<file path="src/rtl/tgt_i2c_pkg.sv">
`timescale 1ns/1ps
package tgt_i2c_pkg;
  localparam int BYTE_BITS = 8;
  localparam int BITCNT_W  = $clog2(BYTE_BITS + 1);

  typedef enum logic [1:0] {
    ST_IDLE  = 2'd0,
    ST_ADDR  = 2'd1,
    ST_WRITE = 2'd2,
    ST_READ  = 2'd3
  } tgt_state_e;
endpackage

</file>
<file path="src/rtl/tgt_line_sync.sv">
`timescale 1ns/1ps
// Synchronises SCL/SDA and derives edge and bus-condition events.
module tgt_line_sync #(
  parameter int SYNC_STAGES = 2
) (
  input  logic clk,
  input  logic rst,
  input  logic scl_i,
  input  logic sda_i,
  output logic scl_hi,
  output logic scl_rise,
  output logic scl_fall,
  output logic sda_lvl,
  output logic start_evt,
  output logic stop_evt
);
  localparam int N_LINES = 2;

  logic [N_LINES-1:0] raw;
  logic [N_LINES-1:0] cur;
  logic [N_LINES-1:0] prv;
  logic               start_in_pulse;
  logic               stop_raw;

  assign raw = {sda_i, scl_i};

  generate
    for (genvar g = 0; g < N_LINES; g++) begin : g_line
      logic [SYNC_STAGES-1:0] pipe;
      always_ff @(posedge clk) begin
        if (rst) pipe <= '1;
        else     pipe <= {pipe[SYNC_STAGES-2:0], raw[g]};
      end
      assign cur[g] = pipe[SYNC_STAGES-1];
    end
  endgenerate

  always_ff @(posedge clk) begin
    if (rst) prv <= '1;
    else     prv <= cur;
  end

  assign scl_hi    = cur[0];
  assign sda_lvl   = cur[1];
  assign scl_rise  = cur[0] & ~prv[0];
  assign scl_fall  = ~cur[0] & prv[0];
  assign start_evt = cur[0] & prv[0] & prv[1] & ~cur[1];
  assign stop_raw  = cur[0] & prv[0] & ~prv[1] & cur[1];

  // Remembers a START for the rest of the current SCL-high interval.
  always_ff @(posedge clk) begin
    if (rst)            start_in_pulse <= 1'b0;
    else if (!cur[0])   start_in_pulse <= 1'b0;
    else if (start_evt) start_in_pulse <= 1'b1;
  end

  assign stop_evt = stop_raw & ~start_in_pulse;
endmodule

</file>
<file path="src/rtl/tgt_frame_fsm.sv">
`timescale 1ns/1ps
// Bit counting, address compare and acknowledge generation.
module tgt_frame_fsm
  import tgt_i2c_pkg::*;
#(
  parameter int              ADDR_W   = 7,
  parameter logic [ADDR_W-1:0] TGT_ADDR = 7'h4C
) (
  input  logic                 clk,
  input  logic                 rst,
  input  logic                 scl_hi,
  input  logic                 scl_rise,
  input  logic                 scl_fall,
  input  logic                 sda_lvl,
  input  logic                 start_evt,
  input  logic                 stop_evt,
  output logic                 pull_o,
  output logic                 wr_stb_o,
  output logic [BYTE_BITS-1:0] wr_data_o
);
  localparam logic [BITCNT_W-1:0] FULL = BITCNT_W'(BYTE_BITS);

  tgt_state_e           state;
  logic [BITCNT_W-1:0]  cnt;
  logic [BYTE_BITS-1:0] shreg;
  logic                 ack_ph;
  logic                 pull;
  logic                 wr_stb;
  logic [BYTE_BITS-1:0] wr_data;
  logic                 addr_hit;

  assign addr_hit = (shreg[BYTE_BITS-1 -: ADDR_W] == TGT_ADDR);

  always_ff @(posedge clk) begin
    if (rst) begin
      state   <= ST_IDLE;
      cnt     <= '0;
      shreg   <= '0;
      ack_ph  <= 1'b0;
      pull    <= 1'b0;
      wr_stb  <= 1'b0;
      wr_data <= '0;
    end else begin
      wr_stb <= 1'b0;
      if (start_evt) begin
        state  <= ST_ADDR;
        cnt    <= '0;
        ack_ph <= 1'b0;
        pull   <= 1'b0;
      end else if (stop_evt) begin
        state  <= ST_IDLE;
        cnt    <= '0;
        ack_ph <= 1'b0;
        pull   <= 1'b0;
      end else if (state != ST_IDLE) begin
        if (scl_rise && !ack_ph && cnt != FULL) begin
          shreg <= {shreg[BYTE_BITS-2:0], sda_lvl};
          cnt   <= cnt + 1'b1;
        end
        if (scl_fall) begin
          if (ack_ph) begin
            ack_ph <= 1'b0;
            pull   <= 1'b0;
            cnt    <= '0;
          end else if (cnt == FULL) begin
            ack_ph <= 1'b1;
            case (state)
              ST_ADDR: begin
                if (addr_hit) begin
                  pull  <= 1'b1;
                  state <= shreg[0] ? ST_READ : ST_WRITE;
                end else begin
                  state <= ST_IDLE;
                end
              end
              ST_WRITE: begin
                pull    <= 1'b1;
                wr_stb  <= 1'b1;
                wr_data <= shreg;
              end
              default: pull <= 1'b0;
            endcase
          end
        end
      end
    end
  end

  assign pull_o    = pull;
  assign wr_stb_o  = wr_stb;
  assign wr_data_o = wr_data;

  // the pull-down never moves inside an SCL-high interval
  a_r9_pull_quiet_scl_high: assert property (@(posedge clk) disable iff (rst)
    (scl_hi && $past(scl_hi)) |-> $stable(pull));

  // an idle target has released the line
  a_r3_idle_released: assert property (@(posedge clk) disable iff (rst)
    (state == ST_IDLE) |-> !pull);

  // a read transfer never stores into the command register
  a_r5_read_no_store: assert property (@(posedge clk) disable iff (rst)
    (state == ST_READ) |=> !wr_stb);
endmodule

</file>
<file path="src/rtl/tgt_cmd_reg.sv">
`timescale 1ns/1ps
// Command register with a one-cycle load strobe.
module tgt_cmd_reg #(
  parameter int DATA_W = 8
) (
  input  logic              clk,
  input  logic              rst,
  input  logic              load_i,
  input  logic [DATA_W-1:0] data_i,
  output logic [DATA_W-1:0] cmd_o,
  output logic              valid_o
);
  logic [DATA_W-1:0] cmd_q;
  logic              valid_q;

  always_ff @(posedge clk) begin
    if (rst) begin
      cmd_q   <= '0;
      valid_q <= 1'b0;
    end else begin
      valid_q <= load_i;
      if (load_i) cmd_q <= data_i;
    end
  end

  assign cmd_o   = cmd_q;
  assign valid_o = valid_q;

  // the strobe lasts exactly one cycle
  a_r4_valid_pulse: assert property (@(posedge clk) disable iff (rst)
    valid_q |=> !valid_q);

  // the register only changes together with its strobe
  a_r4_cmd_changes_with_valid: assert property (@(posedge clk) disable iff (rst)
    !$stable(cmd_q) |-> valid_q);
endmodule

</file>
<file path="src/rtl/wr_i2c_target.sv">
`timescale 1ns/1ps
// Write-only two-wire serial target: top level.
module wr_i2c_target
  import tgt_i2c_pkg::*;
#(
  parameter logic [6:0] TGT_ADDR    = 7'h4C,
  parameter int         SYNC_STAGES = 2
) (
  input  logic                 clk,
  input  logic                 rst,
  input  logic                 scl_i,
  input  logic                 sda_i,
  output logic                 sda_pull_o,
  output logic [BYTE_BITS-1:0] cmd_o,
  output logic                 cmd_valid_o
);
  logic                 scl_hi;
  logic                 scl_rise;
  logic                 scl_fall;
  logic                 sda_lvl;
  logic                 start_evt;
  logic                 stop_evt;
  logic                 wr_stb;
  logic [BYTE_BITS-1:0] wr_data;

  tgt_line_sync #(.SYNC_STAGES(SYNC_STAGES)) u_sync (
    .clk       (clk),
    .rst       (rst),
    .scl_i     (scl_i),
    .sda_i     (sda_i),
    .scl_hi    (scl_hi),
    .scl_rise  (scl_rise),
    .scl_fall  (scl_fall),
    .sda_lvl   (sda_lvl),
    .start_evt (start_evt),
    .stop_evt  (stop_evt)
  );

  tgt_frame_fsm #(.ADDR_W(7), .TGT_ADDR(TGT_ADDR)) u_fsm (
    .clk       (clk),
    .rst       (rst),
    .scl_hi    (scl_hi),
    .scl_rise  (scl_rise),
    .scl_fall  (scl_fall),
    .sda_lvl   (sda_lvl),
    .start_evt (start_evt),
    .stop_evt  (stop_evt),
    .pull_o    (sda_pull_o),
    .wr_stb_o  (wr_stb),
    .wr_data_o (wr_data)
  );

  tgt_cmd_reg #(.DATA_W(BYTE_BITS)) u_cmd (
    .clk     (clk),
    .rst     (rst),
    .load_i  (wr_stb),
    .data_i  (wr_data),
    .cmd_o   (cmd_o),
    .valid_o (cmd_valid_o)
  );
endmodule

</file>
<file path="config.mk">
export PLATFORM = sky130hd
export DESIGN_NAME = wr_i2c_target
export DESIGN_NICKNAME = d
export VERILOG_FILES = /design/src/rtl/tgt_i2c_pkg.sv /design/src/rtl/tgt_line_sync.sv /design/src/rtl/tgt_frame_fsm.sv /design/src/rtl/tgt_cmd_reg.sv /design/src/rtl/wr_i2c_target.sv
export SDC_FILE = /design/constraint.sdc
export NUM_CORES = 1
export LEC_CHECK = 0
export BUFFER_PORTS_ARGS = -buffer_cell sky130_fd_sc_hd__buf_2
export CORE_ASPECT_RATIO = 1.75
export CORE_MARGIN = 2
export CORE_UTILIZATION = 57
export DETAILED_ROUTE_END_ITERATION = 10
export GPL_ROUTABILITY_DRIVEN = 0
export PLACE_DENSITY = 0.77
export SLEW_MARGIN = 40
export SYNTH_ARGS = -nofsm -noshare
export SYNTH_HDL_FRONTEND = slang
export SYNTH_HIERARCHICAL = 1
export SYNTH_SLANG_ARGS = --single-unit
</file>
<file path="constraint.sdc">
create_clock -name clk -period 2.3 [get_ports clk]
set_input_delay 0.345 -clock clk [delete_from_list [all_inputs] [get_ports clk]]
set_output_delay 0.345 -clock clk [all_outputs]
set_load 0.02 [all_outputs]
</file>
=== Word-level counts from Yosys, hierarchy flattened ===
Index checks and enable logic that the tools add are counted.

* Word-level logic and storage cells: 78
* Output and inout port bits: 10
* Flip-flop bits (word level): 41
* Bits of input ports: 4

* Multiplexer cells: 19
* Eq/ne operators: 7
* Bitwise gates (word level): 19
* $add $sub $neg: 1
* Reductions and logical operators: 18

{| class="wikitable"
|+ Operators with widths
! cell !! count
|-
| $mux 1 || 14
|-
| $mux 4 || 3
|-
| $reduce_bool 3->1 || 4
|-
| $not 1->1 || 11
|-
| $reduce_and 5->1 || 2
|-
| $and 1x1->1 || 8
|-
| $reduce_and 4->1 || 2
|-
| $eq 7x7->1 const B || 1
|-
| $reduce_and 7->1 || 1
|-
| $reduce_or 7->1 || 1
|-
| $add 4x1->4 const B || 1
|-
| $eq 4x4->1 const B || 1
|-
| $ne 4x4->1 const B || 1
|-
| $reduce_bool 2->1 || 2
|-
| $ne 3x1->1 const B || 1
|-
| $ne 3x3->1 const B || 1
|-
| $reduce_or 3->1 || 1
|-
| $eq 2x1->1 const B || 1
|-
| $eq 2x2->1 const B || 1
|-
| $logic_and 1x1->1 || 2
|-
| $mux 2 || 1
|-
| $pmux 1 s2 || 1
|-
| $reduce_and 2->1 || 1
|-
| $reduce_or 2->1 || 1
|-
| $logic_not 1->1 || 1
|}

=== Depth between registers and ports, before layout ===
Gate-level depths: netlist of the first run.

* Word-level depth: 9
* Mapped depth: 8

=== Hierarchy ===
The synthesis of the first run kept the hierarchy.

{| class="wikitable"
|+ Modules (own cells, without submodules)
! module !! cells an instance !! times used !! area an instance (um^2)
|-
| tgt_frame_fsm || 112 || 1 || 1082.3
|-
| tgt_cmd_reg || 28 || 1 || 312.8
|-
| tgt_line_sync || 22 || 1 || 242.7
|}

=== Worst setup path before layout of the first run ===
Ideal clock, no wire load.

* Path kind: flip-flop to flip-flop
* Start: register u_fsm.state[0]
* End: register u_fsm.shreg[7]
* Path buffers: 0
* Period minus slack after synthesis: 1665 ps
* Stages on the path, launching flop included: 7
* Setup slack: 635 ps
* Data required time: 2172 ps
* Arrival: 1538 ps
* Cells stage by stage: dfxtp_1 -> inv_1 -> ha_1 -> nor3b_1 -> nand3_2 -> mux2i_1 -> nor2_1

* Word-level cells in the longest chain between the ends: 2

{| class="wikitable"
|+ RTL lines
! element !! line !! text
|-
| start: declaration || tgt_frame_fsm.sv:23 || <nowiki>tgt_state_e state;</nowiki>
|-
| start signal: assignment || tgt_frame_fsm.sv:71 || <nowiki>state <= shreg[0] ? ST_READ : ST_WRITE;</nowiki>
|-
| $reduce_bool 2->1 || tgt_frame_fsm.sv:55 || <nowiki>end else if (state != ST_IDLE) begin</nowiki>
|-
| $reduce_and 4->1 (no line) || - ||
|-
| end signal: assignment || tgt_frame_fsm.sv:57 || <nowiki>shreg <= {shreg[BYTE_BITS-2:0], sda_lvl};</nowiki>
|-
| end: declaration || tgt_frame_fsm.sv:25 || <nowiki>logic [BYTE_BITS-1:0] shreg;</nowiki>
|}

Every way passes these cells.
A chain may end at the register's enable or synchronous reset.

=== Final worst setup path of the first run ===
* Start: register u_fsm.cnt[0]
* End: register u_fsm.state[0]

* Word-level cells in the longest chain between the ends: 3

{| class="wikitable"
|+ RTL lines
! element !! line !! text
|-
| start: declaration || tgt_frame_fsm.sv:24 || <nowiki>logic [BITCNT_W-1:0] cnt;</nowiki>
|-
| start signal: assignment || tgt_frame_fsm.sv:58 || <nowiki>cnt <= cnt + 1'b1;</nowiki>
|-
| $eq 4x4->1 || tgt_frame_fsm.sv:65 || <nowiki>end else if (cnt == FULL) begin</nowiki>
|-
| $reduce_bool 3->1 (no line) || - ||
|-
| $reduce_and 5->1 (no line) || - ||
|}

Every way passes these cells.

==> reports/metrics.csv, run 1 <==
metric,value,unit
Synth area leaders,"dfxtp_1, mux2i_1, nor2_1, ha_1, nor2b_1",
Die X,44.52,um
dpl ws,0.5903,ns
vias in the first global route,1161,
DRT antenna net count,0,
layout net count,188,
Yosys Warn Count,6,
First DRT Iteration DRCs,22,
worst reg2reg endpoint,u_fsm/state[0],
Worst setup EP type,flip-flop,
ys flop type,dfxtp_1,
"Cell Area, Synth",1638,um2
final worst slack,0.5414,ns
first-pass GRT wire length,4.823,mm
drt via density,5.671,
antenna fix cells,0,
Post-synth EDFFs,0,
maximum clock insertion buffer count,2,
htree depth,2,
post-DP HPWL,2.107,mm
Worst-Skew Late Latency,0.29,ns
Core ar.,2721,um2
Post-Route WL,2.831,mm
Residual DRC,0,
HP Start,scl_i,
initial antenna violation count,0,
crit-path max FO,6,
R2R cell count,6,
CTS Buf Count,5,
CTS Hold Bufs,0,
Synth async-reset ratio,0,%
WP data required,2.51,ns
unrepaired setup endpoints after global routing,false,
Worst R2R Setup Slack,0.54,ns
setup total negative slack,0,ns
Initial Utilization,60.18,%
non-filler instance count after layout,207,
Worst VDD drop,0.5024,mV
Fmax,568.6,MHz
clock skew,0.006600,ns
Crit Path Category,reg -> reg,
Top Ports,14,
"commonest non-fill, non-tap cell in the layout",dfxtp_1,
Total GRT Usage,20.12,%
Slew @ Worst Pin,0.4754,ns
IO buf count,13,
die area,3335,um2
"commonest cells after routing, fill and taps aside","dfxtp_1, nor2_1, mux2i_1",
cts repair resizes,0,
max-cap viol count,0,
Setup Buffers After CTS,0,
Yosys reg bits,41,
critical path arrival,1.97,ns
die height,74.91,um
Tmin final,1.759,ns
register clock-pin slew on the reported worst setup and hold paths,0.07,ns
TritonCTS clock tree,yes,
GRT overflow,0,
worst hold stages,2,
status,"complete, no violations",
DRT Pass-1 Iters,4,
DR vias,1174,
startpoint types,flip-flop,
period utilization,76.46,%
average size of a mapped cell,10.11,um2
Final Hold Viols,0,
Synth cell types,38,
leading area contributor after synthesis,dfxtp_1,
worst rel slew slack,68.26,%
power density cells,679.3,nW/um2
proportion of layout cells with a drive suffix above 1,16.67,%
row count,25,
final setup vio count,0,
routed len/inst,13.68,um
worst r2r src,u_fsm/cnt[0],
pin count of the biggest net entering global routing,35,
placed insts,199,
hold endpoint,u_sync/g_line[0].pipe[0],
CTS Sinks,41,
hold crit path type,in -> reg,
P&R area growth vs syn,11.54,%
Root Buffer Master,clkbuf_8,
Leak,0.8251,nW
top cell type's share of synthesized area,50.11,%
syn nets,171,
Max Slew Vio Count,0,
cells after synthesis,162,
share of the yosys chip area belonging to registers,50.11,%
## synthesized netlist by cell type, drive strengths merged (3+ instances only)
cell type	instances
a21oi	3
clkbuf	5
dfxtp	41
ha	5
inv	6
mux2i	24
nand2	4
nand3	3
nor2	31
nor2b	5
or2	6
## cells by family (layout without fill, tap and decap cells)
family | Yosys count | in the layout | synth area share, %
muxes | 25 | 25 | 15.36
buffers and inverters | 13 | 31 | 3.590
xor gates and xnor gates | 3 | 3 | 1.605
adders and majority gates | 5 | 5 | 3.820
AOI/OAI and AO/OA | 12 | 12 | 5.119
DFF | 41 | 41 | 50.11
and+or+nand+nor | 63 | 63 | 20.40
## metal layers
metal	up-vias	part of all wire [%]	global-route usage (%)	wire, um
li1	581	-	-	-
met1	562	37	18.69	1059
met2	22	57	36.23	1607
met3	9	3.1	5.755	88
met4	0	2.6	13.80	75
met5	-	0	0	0
## power breakdown
group,total [mW],switching [mW],leakage [nW],internal (mW)
Combinational,0.0390,0.0234,0.442,0.0156
Sequential,0.720,0.00405,0.332,0.716
Clock,0.482,0.239,0.0512,0.243
## metrics by stage
step           instance area (um2)  util [%]  hold slack [ns]  total power [mW]
2_1_floorplan                 1638         -           0.3832            0.7634
3_3_place_gp                  1730     63.59           0.3859            0.7738
3_5_place_dp                  1730     63.59           0.3940            0.7753
4_1_cts                       1827     67.13           0.2188             1.253
5_1_grt                       1827     67.13           0.2121             1.294
6_report                      1827     67.13           0.2250             1.241
## worst max-delay path: stages, from the launching register on
cell	delay (ns)
dfxtp_1	0.37
inv_1	0.09
ha_1	0.21
and3b_1	0.26
a311oi_1	0.41
a311oi_1	0.11
a211oi_1	0.22
## state kept, by name (all words and copies together), names as in the netlist, 2 cells and up
signal	count
u_sync/prv	2
u_fsm/state	2
u_cmd/cmd_o	8
u_sync/g_line.pipe	4
u_fsm/shreg	8
u_fsm/cnt	4
u_fsm/wr_data_o	8
## worst max path at each step
stage / startpoint / end / slack (ns) / depth (start not counted)
floorplan: u_fsm/state[0] / u_fsm/shreg[7] / 0.63 / 6
global placement: u_fsm/state[0] / u_fsm/shreg[5] / 0.64 / 6
detailed placement: u_fsm/cnt[0] / u_fsm/pull_o / 0.59 / 6
CTS: u_fsm/cnt[0] / u_fsm/pull_o / 0.56 / 6
global route: u_sync/g_line[0].pipe[1] / u_fsm/wr_data_o[5] / 0.44 / 7
finish: u_fsm/cnt[0] / u_fsm/state[0] / 0.54 / 6
## final cells by class
cell class,count,area (um2)
flip-flops and latches,41,820.8
clock inverters,2,13.76
fillers,233,894.6
inverters,6,22.52
repair buffers,17,95.09
clock buffers,6,82.58
multi-input cells,108,758.2
well taps,27,33.78
Note: power is estimated with default switching activity, not from simulation.
==> inputs of run 2 (changes only) <==
- ABC_AREA: unset -> 1
- CORE_UTILIZATION: 57 -> 58
- clock period: 2.3 -> 1.8 ns (I/O delays scaled with it)
==> run 2 against run 1 <==
Net effect: synthesized cell count is 54% higher; routed wire length is 16% higher; non-clock buffer count is 1 lower; largest power group unchanged; highest routed layer unchanged.
==> reports/metrics.csv, run 2 <==
metric,value,unit
post-DP HPWL,2.375,mm
Worst-Skew Late Latency,0.29,ns
switch share,20.17,%
Int Pwr,1.392,mW
GRT overflow,0,
R2R cell count,9,
worst hold stages,2,
P&R area growth vs syn,11.16,%
top cell type's share of synthesized area,44.66,%
Tmin final,1.553,ns
critical path arrival,1.74,ns
Worst Path Buf+Inv,3,
"Cell Area, Synth",1838,um2
Post-synth EDFFs,0,
cts repair resizes,0,
leading area contributor after synthesis,dfxtp_1,
Top Ports,14,
routed len/inst,10.49,um
DR vias,1509,
worst rel slew slack,61.35,%
simple-gate area share of the yosys netlist,32.13,%
WP data required,1.99,ns
Crit Path Category,reg -> reg,
IO buf count,13,
Synth cell types,25,
Yosys reg bits,41,
Fmax,644.0,MHz
"commonest non-fill, non-tap cell in the layout",nand2_1,
setup total negative slack,0,ns
Synth top cells by count,"nand2_1, nor2_1, dfxtp_1",
row count,27,
worst reg2reg endpoint,u_fsm/wr_data_o[4],
Worst VDD drop,0.7371,mV
maximum clock insertion buffer count,2,
final setup vio count,0,
HP Start,scl_i,
Final Hold Viols,0,
die area,3653,um2
combinational cell fraction of total power,4.2,%
hold crit path type,in -> reg,
"commonest cells after routing, fill and taps aside","nand2_1, nor2_1, dfxtp_1",
Synth Area in Compound Gates,8.918,%
layout net count,277,
die height,78.47,um
vias in the first global route,1328,
CP peak stage delay,0.34,ns
power density cells,853.7,nW/um2
register clock-pin slew on the reported worst setup and hold paths,0.07,ns
CTS Sinks,41,
NetSw,0.3518,mW
Post-Route WL,3.274,mm
Total GRT Usage,20.93,%
status,"complete, no violations",
DRT antenna net count,0,
htree depth,2,
CTS Hold Bufs,0,
max-cap viol count,0,
TritonCTS clock tree,yes,
combinational family with the most area after synthesis,simple AND/OR/NAND/NOR gates,
Initial Utilization,59.79,%
antenna fix cells,0,
drt via density,4.837,
Seq pwr share,52.7,%
"count leader, synth",nand2_1,
CTS Buf Count,5,
XOR/XNOR Fraction of Synth Area,0,%
pin count of the biggest net entering global routing,18,
Core ar.,3074,um2
syn nets,259,
startpoint types,flip-flop,
First DRT Iteration DRCs,34,
Synth area leaders,"dfxtp_1, nand2_1, nor2_1, a21oi_1, inv_1",
clock skew,0.006604,ns
Leak,0.8471,nW
slowest cell on the critical path,dfxtp_1,
initial antenna violation count,0,
critical path's top delay family,simple AND/OR/NAND/NOR gates,
Yosys Warn Count,6,
Root Buffer Master,clkbuf_8,
DRT Pass-1 Iters,4,
Residual DRC,0,
unrepaired setup endpoints after global routing,false,
Clock Power Share,43.1,%
ys flop type,dfxtp_1,
average size of a mapped cell,7.352,um2
crit-path max FO,17,
worst r2r src,u_fsm/state[0],
Worst setup EP type,flip-flop,
period utilization,86.27,%
Slew @ Worst Pin,0.5790,ns
share of the yosys chip area belonging to registers,44.66,%
cells after synthesis,250,
proportion of layout cells with a drive suffix above 1,15.61,%
Worst R2R Setup Slack,0.25,ns
hold endpoint,u_sync/g_line[0].pipe[0],
first-pass GRT wire length,5.471,mm
Max Slew Vio Count,0,
multiplexer share of the synthesized area,0,%
worst path cell trace,inv_1 > ha_1 > clkinv_2 > nand2_2 > nor3_4 > buf_4 > nand3_1 > nand2_1 > nor2_1,
Synth Area in Adders,3.404,%
Die X,46.56,um
Synth async-reset ratio,0,%
Tot Pwr,1.744,mW
Setup Buffers After CTS,0,
[run 2: logic make-up after synthesis]
family	Yosys count
buffers and inverters	44
adders and majority gates	5
DFF	41
AOI/OAI and AO/OA	31
and+or+nand+nor	129
[run 2: how the worst max path moves through the flow]
stage              startpoint            endpoint  slack, ns  cells past startpoint
3_5_place_dp   u_fsm/state[0]  u_fsm/wr_data_o[4]       0.26                      9
6_report       u_fsm/state[0]  u_fsm/wr_data_o[4]       0.25                      9
4_1_cts        u_fsm/state[0]  u_fsm/wr_data_o[4]       0.24                      9
3_3_place_gp   u_fsm/state[0]  u_fsm/wr_data_o[4]       0.27                      9
2_1_floorplan  u_fsm/state[0]  u_fsm/wr_data_o[0]       0.41                      8
5_1_grt          u_fsm/cnt[0]      u_fsm/shreg[4]       0.09                      7
[run 2: power groups by stage]
stage	Clock, mW	Sequential [mW]	Combinational [mW]
3_3_place_gp	0	0.940	0.0741
2_1_floorplan	0	0.940	0.0553
6_report	0.751	0.919	0.0736
4_1_cts	0.767	0.919	0.0745
3_5_place_dp	0	0.940	0.0745
5_1_grt	0.802	0.920	0.0841
[run 2: routing by layer]
metal  global-route usage (%)  wire, um
met2                    36.81      1793
met3                    5.517       123
met1                    20.70      1256
met4                    11.14       100
met5                        0         0
[run 2: metrics by stage]
| stage | util, % | hold WS, ns | area, um2 | instances | worst slack [ns] |
|---|---|---|---|---|---|
| global route | 66.46 | 0.1510 | 2043 | 312 | 0.09215 |
| global placement | 62.68 | 0.4075 | 1927 | 304 | 0.2680 |
| finish | 66.46 | 0.1529 | 2043 | 312 | 0.2471 |
| detailed placement | 62.68 | 0.4009 | 1927 | 304 | 0.2581 |
| floorplan | - | 0.3406 | 1838 | 250 | 0.4077 |
| CTS | 66.46 | 0.1526 | 2043 | 312 | 0.2428 |
[run 2: layout make-up]
cell class                 count  area (um2)
clock buffer                   7       86.33
clock inverter                 1       30.03
fill                         297        1031
inverter                      39       147.6
multi-input combinational    165       817.0
sequential                    41       820.8
tap                           43       53.80
timing repair buffer          16       87.58
==> inputs of run 3 (changes only) <==
- CORE_UTILIZATION: 58 -> 63
- PLACE_DENSITY: 0.77 -> 0.83
- clock period: 1.8 -> 1.9 ns (I/O delays scaled with it)
==> run 3 against run 2 <==
Net effect: die area decreased by 7.4%; routed wire length is 0.61% lower; critical path depth unchanged; largest cell class unchanged; sequential share of layout area rose by 0.98 points.
==> reports/metrics.csv, run 3 (same netlist as run 2, synthesis figures left out) <==
metric,value,unit
status,"complete, no violations",
final setup vio count,0,
met2 GRT Util,46.86,%
cts repair resizes,0,
Crit Path Category,reg -> reg,
Residual DRC,0,
row count,26,
# fillers,247,
Root Buffer Master,clkbuf_8,
antenna fix cells,0,
GRT overflow,0,
"commonest cells after routing, fill and taps aside","nand2_1, nor2_1, dfxtp_1",
met1 usage,20.24,%
DRT antenna net count,0,
CTS Hold Bufs,0,
WP data required,2.10,ns
non-filler instance count after layout,297,
DR vias,1516,
TritonCTS clock tree,yes,
first-pass GRT wire length,5.865,mm
routed len/inst,10.96,um
max-cap viol count,0,
GR Layer Usage met3,5.450,%
Setup Buffers After CTS,0,
crit-path max FO,17,
worst hold stages,2,
maximum clock insertion buffer count,2,
Die X,44.83,um
register clock-pin slew on the reported worst setup and hold paths,0.08,ns
Max Slew Vio Count,0,
CTS Sinks,41,
drt via density,5.104,
CTS Buf Count,5,
startpoint types,flip-flop,
P&R area growth vs syn,8.509,%
Top Ports,14,
initial antenna violation count,0,
Final Hold Viols,0,
worst rel slew slack,61.40,%
placed insts,289,
Tmin final,1.542,ns
Slew @ Worst Pin,0.5782,ns
unrepaired setup endpoints after global routing,false,
Post-Route WL,3.254,mm
period utilization,81.14,%
Worst setup EP type,flip-flop,
die height,75.46,um
Initial Utilization,64.20,%
clock skew,0.007636,ns
setup total negative slack,0,ns
Worst-Skew Late Latency,0.29,ns
htree depth,2,
vias in the first global route,1553,
Leak,0.8326,nW
proportion of layout cells with a drive suffix above 1,15.99,%
hold crit path type,in -> reg,
R2R cell count,9,
power density cells,744.3,nW/um2
Fmax,648.7,MHz
Core ar.,2863,um2
critical path arrival,1.74,ns
die area,3383,um2
"commonest non-fill, non-tap cell in the layout",nand2_1,
DRT Pass-1 Iters,4,
grt peak-use layer,met2,
Worst VDD drop,0.8694,mV
IO buf count,13,
layout net count,277,
pin count of the biggest net entering global routing,18,
Total GRT Usage,23.66,%
post-DP HPWL,2.387,mm
First DRT Iteration DRCs,51,
[run 3: per-stage QoR]
step	area (um2)	total power, mW	util [%]	hold slack [ns]	setup WS [ns]
finish	1994	1.484	69.67	0.1673	0.3584
global route	1994	1.551	69.67	0.1715	0.1856
CTS	1994	1.504	69.67	0.1628	0.3471
detailed placement	1908	0.9608	66.65	0.4010	0.3564
global placement	1908	0.9595	66.65	0.4051	0.3738
floorplan	1838	0.9425	-	0.3556	0.5077
[run 3: worst max-delay path, cell delays in order, from the launching register on]
cell and delay, ns:
dfxtp_1 0.34, inv_1 0.07, ha_1 0.21, clkinv_2 0.09, nand2_2 0.11, nor3_4 0.19
buf_4 0.23, nand3_1 0.10, nand2_1 0.07, nor2_1 0.03
[run 3: power breakdown]
group	total, mW	leakage (nW)	internal, mW	switching [mW]
sequential	0.871	0.332	0.866	0.00432
combinational	0.0704	0.457	0.0247	0.0457
clock	0.543	0.0439	0.253	0.290
total	1.48	0.833	1.14	0.340
[run 3: path summary, 6_finish.rpt]
| check | slack [ns] | from | endpoint |
|---|---|---|---|
| setup / recovery | 0.36 | u_fsm/state[0] | u_fsm/wr_data_o[0] |
| hold / removal | 0.17 | sda_i | u_sync/g_line[1].pipe[0] |
| setup reg to reg | 0.36 | u_fsm/state[0] | u_fsm/wr_data_o[0] |
| hold reg to reg | 0.42 | u_sync/g_line[1].pipe[0] | u_sync/g_line[1].pipe[1] |
[run 3: final cells by class]
class	count	area [um2]	share of cell area (%)
clock buffer	5	68.82	3.450
clock inverter	3	17.52	0.8783
inverter	39	147.6	7.403
multi-input combinational	165	817.0	40.97
sequential	41	820.8	41.15
tap	28	35.03	1.757
timing repair buffer	16	87.58	4.391
[run 3: layer usage]
layer	vias to the layer above	part of all wire (%)
li1	804	-
met1	677	39
met2	22	55
met3	13	2.5
met4	0	3.6
met5	-	0
